==> config.mk <==
export PLATFORM = sky130hd
export DESIGN_NAME = chanmap_ctrl
export DESIGN_NICKNAME = d
export VERILOG_FILES = /design/src/rtl/chanmap_pkg.sv /design/src/rtl/chanmap_det_sync.sv /design/src/rtl/chanmap_regs.sv /design/src/rtl/chanmap_xbar.sv /design/src/rtl/chanmap_ctrl.sv
export SDC_FILE = /design/constraint.sdc
export NUM_CORES = 1
export LEC_CHECK = 0
export ABC_AREA = 1
export ABC_CLOCK_PERIOD_IN_PS = 1100
export BUFFER_PORTS_ARGS = -buffer_cell sky130_fd_sc_hd__buf_4
export CAP_MARGIN = 20
export CORE_MARGIN = 10
export CORE_UTILIZATION = 40
export DETAILED_ROUTE_END_ITERATION = 7
export PLACE_DENSITY = 0.83
export RECOVER_POWER = 25
export SLEW_MARGIN = 20
export SYNTH_ARGS = -nofsm -noshare
export SYNTH_HDL_FRONTEND = slang
export SYNTH_HIERARCHICAL = 1
export SYNTH_SLANG_ARGS = --single-unit
==> constraint.sdc <==
create_clock -name clk -period 1.1 [get_ports clk]
set_input_delay 0.11 -clock clk [delete_from_list [all_inputs] [get_ports clk]]
set_output_delay 0.11 -clock clk [all_outputs]
set_load 0.03 [all_outputs]
==> src/rtl/chanmap_pkg.sv <==
package chanmap_pkg;
  localparam int NPORT = 2;
  localparam int AW = 8;
  localparam int DW = 8;
  localparam int MAP_W = 3;
  localparam logic [AW-1:0] STAT_OFS = 8'h92;
  localparam logic [AW-1:0] MAP_OFS = 8'h90;
  localparam int EN_LSB = 0;
  localparam int PRES_LSB = 4;
  localparam logic [MAP_W-1:0] MAP_STRAIGHT = 3'b000;
  localparam logic [MAP_W-1:0] MAP_CROSSED = 3'b001;
endpackage

==> src/rtl/chanmap_det_sync.sv <==
module chanmap_det_sync #(
  parameter int N = 2,
  parameter int STAGES = 2
) (
  input  logic         clk,
  input  logic         rst_n,
  input  logic [N-1:0] raw_i,
  output logic [N-1:0] sync_o
);
  logic [N-1:0] stage_q [STAGES];
  logic [N-1:0] stage_d [STAGES];

  always_comb begin
    stage_d[0] = raw_i;
    for (int s = 1; s < STAGES; s++) stage_d[s] = stage_q[s-1];
  end

  always_ff @(posedge clk or negedge rst_n) begin
    if (!rst_n) begin
      for (int s = 0; s < STAGES; s++) stage_q[s] <= '0;
    end else begin
      for (int s = 0; s < STAGES; s++) stage_q[s] <= stage_d[s];
    end
  end

  assign sync_o = stage_q[STAGES-1];

  genvar i;
  generate
    for (i = 0; i < N; i++) begin : g_chk
      // a rising synchronized detect was high at the input STAGES edges earlier
      a_r5_sync_delay: assert property (@(posedge clk) disable iff (!rst_n)
        $rose(sync_o[i]) |-> $past(raw_i[i], STAGES));
    end
  endgenerate
endmodule

==> src/rtl/chanmap_regs.sv <==
module chanmap_regs
  import chanmap_pkg::*;
(
  input  logic             clk,
  input  logic             rst_n,
  input  logic [AW-1:0]    bus_addr,
  input  logic             bus_wr,
  input  logic             bus_rd,
  input  logic [DW-1:0]    bus_wdata,
  output logic [DW-1:0]    bus_rdata,
  input  logic [NPORT-1:0] det_sync,
  output logic [NPORT-1:0] en_o,
  output logic [MAP_W-1:0] map_o
);
  logic [NPORT-1:0] en_q, en_d;
  logic [MAP_W-1:0] map_q, map_d;
  logic [DW-1:0]    rdata_q, rd_val, stat_view;
  logic [NPORT-1:0] pres;
  logic             stat_wr, map_wr;
  logic [DW-1-MAP_W:0] unused_wdata;

  assign unused_wdata = bus_wdata[DW-1:MAP_W];

  always_comb begin
    pres = det_sync & en_q;
    stat_view = '0;
    stat_view[EN_LSB +: NPORT] = en_q;
    stat_view[PRES_LSB +: NPORT] = pres;
  end

  always_comb begin
    stat_wr = bus_wr && (bus_addr == STAT_OFS);
    map_wr  = bus_wr && (bus_addr == MAP_OFS);
    en_d    = bus_wdata[EN_LSB +: NPORT];
    map_d   = bus_wdata[MAP_W-1:0];
    rd_val  = '0;
    if (bus_addr == STAT_OFS) rd_val = stat_view;
    else if (bus_addr == MAP_OFS) rd_val[MAP_W-1:0] = map_q;
  end

  always_ff @(posedge clk or negedge rst_n) begin
    if (!rst_n) begin
      en_q    <= '0;
      map_q   <= '0;
      rdata_q <= '0;
    end else begin
      if (stat_wr) en_q <= en_d;
      if (map_wr)  map_q <= map_d;
      if (bus_rd)  rdata_q <= rd_val;
    end
  end

  assign bus_rdata = rdata_q;
  assign en_o = en_q;
  assign map_o = map_q;

  a_r3_reserved_zero: assert property (@(posedge clk) disable iff (!rst_n)
    $past(bus_rd && bus_addr == STAT_OFS) |-> (bus_rdata[7:6] == 2'b00 && bus_rdata[3:2] == 2'b00));

  a_r2_en_hold: assert property (@(posedge clk) disable iff (!rst_n)
    !$past(stat_wr) |-> $stable(en_q));

  a_r9_map_hold: assert property (@(posedge clk) disable iff (!rst_n)
    !$past(map_wr) |-> $stable(map_q));

  a_r10_rdata_hold: assert property (@(posedge clk) disable iff (!rst_n)
    !$past(bus_rd) |-> $stable(bus_rdata));

  genvar i;
  generate
    for (i = 0; i < NPORT; i++) begin : g_pres_chk
      // a read of a disabled port never shows it present
      a_r4_pres_masked: assert property (@(posedge clk) disable iff (!rst_n)
        $past(bus_rd && bus_addr == STAT_OFS && !en_q[i]) |-> !bus_rdata[PRES_LSB+i]);
    end
  endgenerate
endmodule

==> src/rtl/chanmap_xbar.sv <==
module chanmap_xbar
  import chanmap_pkg::*;
#(
  parameter int W = 4
) (
  input  logic [MAP_W-1:0]   map_code,
  input  logic [NPORT*W-1:0] phy_up,
  output logic [NPORT*W-1:0] log_up,
  input  logic [NPORT*W-1:0] log_dn,
  output logic [NPORT*W-1:0] phy_dn,
  output logic               swap_o,
  output logic               err_o
);
  always_comb begin
    swap_o = (map_code == MAP_CROSSED);
    err_o  = !((map_code == MAP_STRAIGHT) || (map_code == MAP_CROSSED));
  end

  genvar c;
  generate
    for (c = 0; c < NPORT; c++) begin : g_lane
      assign log_up[c*W +: W] = swap_o ? phy_up[(NPORT-1-c)*W +: W] : phy_up[c*W +: W];
      assign phy_dn[c*W +: W] = swap_o ? log_dn[(NPORT-1-c)*W +: W] : log_dn[c*W +: W];
    end
  endgenerate

  always_comb begin
    if (err_o) begin
      a_r8_fallback: assert (!swap_o && log_up == phy_up && phy_dn == log_dn);
    end
    if (swap_o) begin
      a_r7_crossed: assert (log_up == {phy_up[W-1:0], phy_up[2*W-1:W]} &&
                            phy_dn == {log_dn[W-1:0], log_dn[2*W-1:W]});
    end
  end
endmodule

==> src/rtl/chanmap_ctrl.sv <==
module chanmap_ctrl
  import chanmap_pkg::*;
#(
  parameter int HS_W = 4,
  parameter int SYNC_STAGES = 2
) (
  input  logic                  clk,
  input  logic                  rst_n,
  input  logic [7:0]            bus_addr,
  input  logic                  bus_wr,
  input  logic                  bus_rd,
  input  logic [7:0]            bus_wdata,
  output logic [7:0]            bus_rdata,
  input  logic [1:0]            det_raw,
  output logic [1:0]            port_pwr_en,
  input  logic [2*HS_W-1:0]     phy_up,
  output logic [2*HS_W-1:0]     log_up,
  input  logic [2*HS_W-1:0]     log_dn,
  output logic [2*HS_W-1:0]     phy_dn,
  output logic                  route_swap,
  output logic                  map_err
);
  logic [1:0]       rst_pipe_q, rst_pipe_d;
  logic             rst_ns;
  logic [NPORT-1:0] det_sync;
  logic [MAP_W-1:0] map_code;

  always_comb rst_pipe_d = {rst_pipe_q[0], 1'b1};

  always_ff @(posedge clk or negedge rst_n) begin
    if (!rst_n) rst_pipe_q <= '0;
    else        rst_pipe_q <= rst_pipe_d;
  end

  assign rst_ns = rst_pipe_q[1];

  chanmap_det_sync #(.N(NPORT), .STAGES(SYNC_STAGES)) u_sync (
    .clk    (clk),
    .rst_n  (rst_ns),
    .raw_i  (det_raw),
    .sync_o (det_sync)
  );

  chanmap_regs u_regs (
    .clk       (clk),
    .rst_n     (rst_ns),
    .bus_addr  (bus_addr),
    .bus_wr    (bus_wr),
    .bus_rd    (bus_rd),
    .bus_wdata (bus_wdata),
    .bus_rdata (bus_rdata),
    .det_sync  (det_sync),
    .en_o      (port_pwr_en),
    .map_o     (map_code)
  );

  chanmap_xbar #(.W(HS_W)) u_xbar (
    .map_code (map_code),
    .phy_up   (phy_up),
    .log_up   (log_up),
    .log_dn   (log_dn),
    .phy_dn   (phy_dn),
    .swap_o   (route_swap),
    .err_o    (map_err)
  );

  a_r2_pwr_follows_write: assert property (@(posedge clk) disable iff (!rst_ns)
    $past(bus_wr && bus_addr == STAT_OFS) |-> (port_pwr_en == $past(bus_wdata[1:0])));
endmodule

==> flow_summary.yaml <==
die:
  ioPinCount: 66
  fp-row-count: 17
  core-area_um2: 2210
  die_area_um2: 4680
  start_util_pct: 42.4
  die_w_um: 68.4
  die_h_um: 68.4
timing:
  finalCritPeriodShare_pct: 140
  worst_pin_slew_ps: 549
  hold_violations: 0
  finClkSkew_ps: 10.1
  report.final.slew_viol_count: 0
  rsz0062_at_grt: "true"
  slew_headroom_pct: 63.4
  fin_ws_ps: -443
  fmax_ghz: 0.648
  final-setup-viol-count: 18
  period_minus_slack_ps: 1540
synth:
  synth_warnings: 6
  synth_area_leaders: "dfrtp_1 43%, nand2_1 25%, nand3_1 13%"
  yosysTopAreaCell: "dfrtp_1"
  netlist.area_leader.share_pct: 42.7
  syn_area_per_cell_um2: 7.05
  yosysSeqAreaShare_pct: 42.7
  synth.cell_area_um2: 937
  synth_cell_type_count: 15
  synth_cells: 133
  synth_seq_cells: 16
worst_setup_path:
  crit_type: "flip-flop to primary output"
  cp_max_fo: 7
  arrival_ps: 1430
  crit_required_ps: 990
  critPathCaptureType: "primary output"
  worstSetupStartpointType: "flip-flop"
route:
  vias: 1117
  drt_pass1_iterations: 4
  wl_per_cell_um: 15.0
  antenna_left: 0
  wirelength_mm: 3.43
  drc: 0
  drt-initial-drc-count: 63
  viasPerCell: 4.88
run_status:
  violations: "negative setup slack"
  run_status: "complete, but fails checks"
layout:
  post_route_cells_drive_above_1_share_pct: 53.7
  nets: 240
  num_antenna_cells: 0
  fillers: 138
  area_growth_pct: 83.6
power:
  p_leak_nw: 0.916
  p_sw_mw: 0.500
  clkPwrFrac_pct: 24.9
  p_per_area_nw_per_um2: 908
  vdd_drop_max_mv: 0.989
  power_frac_seq_pct: 40.6
  p_sw_share_pct: 32.0
  total_power_mw: 1.56
  pwr-share-comb_pct: 34.5
  internal_power_mw: 1.06
clock_network:
  path_clk_slew_ps: 100
  clkLatencyLatePin_ps: 300
  cts_made_buffers: 3
  h-tree-depth: 1
  cts_tree: "yes"
  clock-sinks: 16
  cts_buffer_depth: 2
  root_buffer: "clkbuf_4"
grt:
  grt_max_degree: 18
  grt_use_total_pct: 11.8
  antenna_found_initial: 0
  grt_pass1_vias: 1025
  overflow: 0
  grt_pass1_wl_mm: 4.35
worst_hold_path:
  hold_class: "input port to flip-flop"
place:
  gp_congestion: 0.822
  port_buffers: 57
  dp_hpwl_mm: 2.41
  dp_slack_ps: -54.6
job:
  maxCapViolations: 0
-- cells in the mapped netlist, drive strengths merged --
master  instances
nand2          64
nand3          24
dfrtp          16
inv            10
buf             7
nor2            5
o21ai           4
conb            2
and2            1
-- power by group through the flow --
stage	Sequential, mW	Clock, mW	Combinational [mW]
3_5_place_dp	0.642	0	0.421
3_3_place_gp	0.641	0	0.412
5_1_grt	0.638	0.429	0.569
6_report	0.633	0.390	0.539
4_1_cts	0.631	0.390	0.435
2_1_floorplan	0.643	0	0.239
-- cell type report --
class	instances	area (µm²)	share of cell area, %
Timing Repair Buffer	68	626	36.4
Sequential cell	16	402	23.3
Multi-Input combinational cell	103	581	33.7
Tap cell	28	35.0	2.04
Clock buffer	4	36.3	2.11
Inverter	10	41.3	2.40
-- path summary, 6_finish.rpt --
path / start / end / slack [ps] / depth (start not counted)
min in group asynchronous: rst_n / rst_pipe_q[0] / 120 / 2
max in group asynchronous: rst_pipe_q[1] / u_regs/map_o[0] / 490 / 0
worst min register to register: rst_pipe_q[1] / u_regs/bus_rdata[4] / 220 / 0
worst min-delay path: bus_wdata[1] / u_regs/en_o[1] / 30 / 3
worst max-delay path: u_regs/map_o[2] / log_up[5] / -440 / 6
worst max register to register: u_regs/map_o[1] / u_regs/bus_rdata[1] / 170 / 5
-- state kept, by name (all words and copies together), names as in the netlist --
signal	flops
u_regs/en_o	2
u_regs/map_o	3
u_sync/stage_d	2
u_sync/sync_o	2
rst_pipe_q	2
u_regs/bus_rdata	5
-- kinds of logic after synthesis --
family,synth area share [%]
and+or+nand+nor,44.6
buffers and inverters,9.75
DFF,42.7
AOI/OAI and AO/OA,2.14
other,0.801
-- layer usage --
metal	vias up	track usage, %	part of all wire (%)
li1	541	-	-
met5	-	0	0
met3	12	4.89	12
met4	0	4.52	2.7
met1	507	10.7	34
met2	57	22.5	51
-- through the flow --
stage               hold WS [ps]  area (µm²)  TNS [ps]  util, %  instances
floorplan                   -186         981      -286        -        135
global placement            -107        1460      -209     65.8        220
detailed placement          -107        1460      -587     65.8        220
CTS                         33.1        1530     -6340     69.3        227
global route                38.2        1720     -7890     77.8        229
finish                      32.9        1720     -7160     77.8        229
-- placed cells by master, fill, tap and decap left out, drive strengths merged --
cell	n
nand2	65
buf	62
nand3	24
dfrtp	16
inv	9
clkbuf	7
nor2	5
conb	4
o21ai	4
dlygate4sd3	3
and2	1
clkinvlp	1
-- critical path, cell delays in order, from the launching register on --
cell	delay, ps
dfrtp_1	420
nor2_4	140
buf_12	140
buf_8	130
nand3_2	80
nand2_2	90
buf_6	130
-- what timing repair did --
item / 4_1_cts / 5_1_grt
hold buffers: 3 / 0
pin swaps: 0 / 14
endpoints found under the setup margin: 18 / 18
hold endpoints to repair: 4 / 0
resized for setup: 3 / 39
cloned: 0 / 1
setup buffers: 0 / 1
Power figures use the tool's default switching activity.
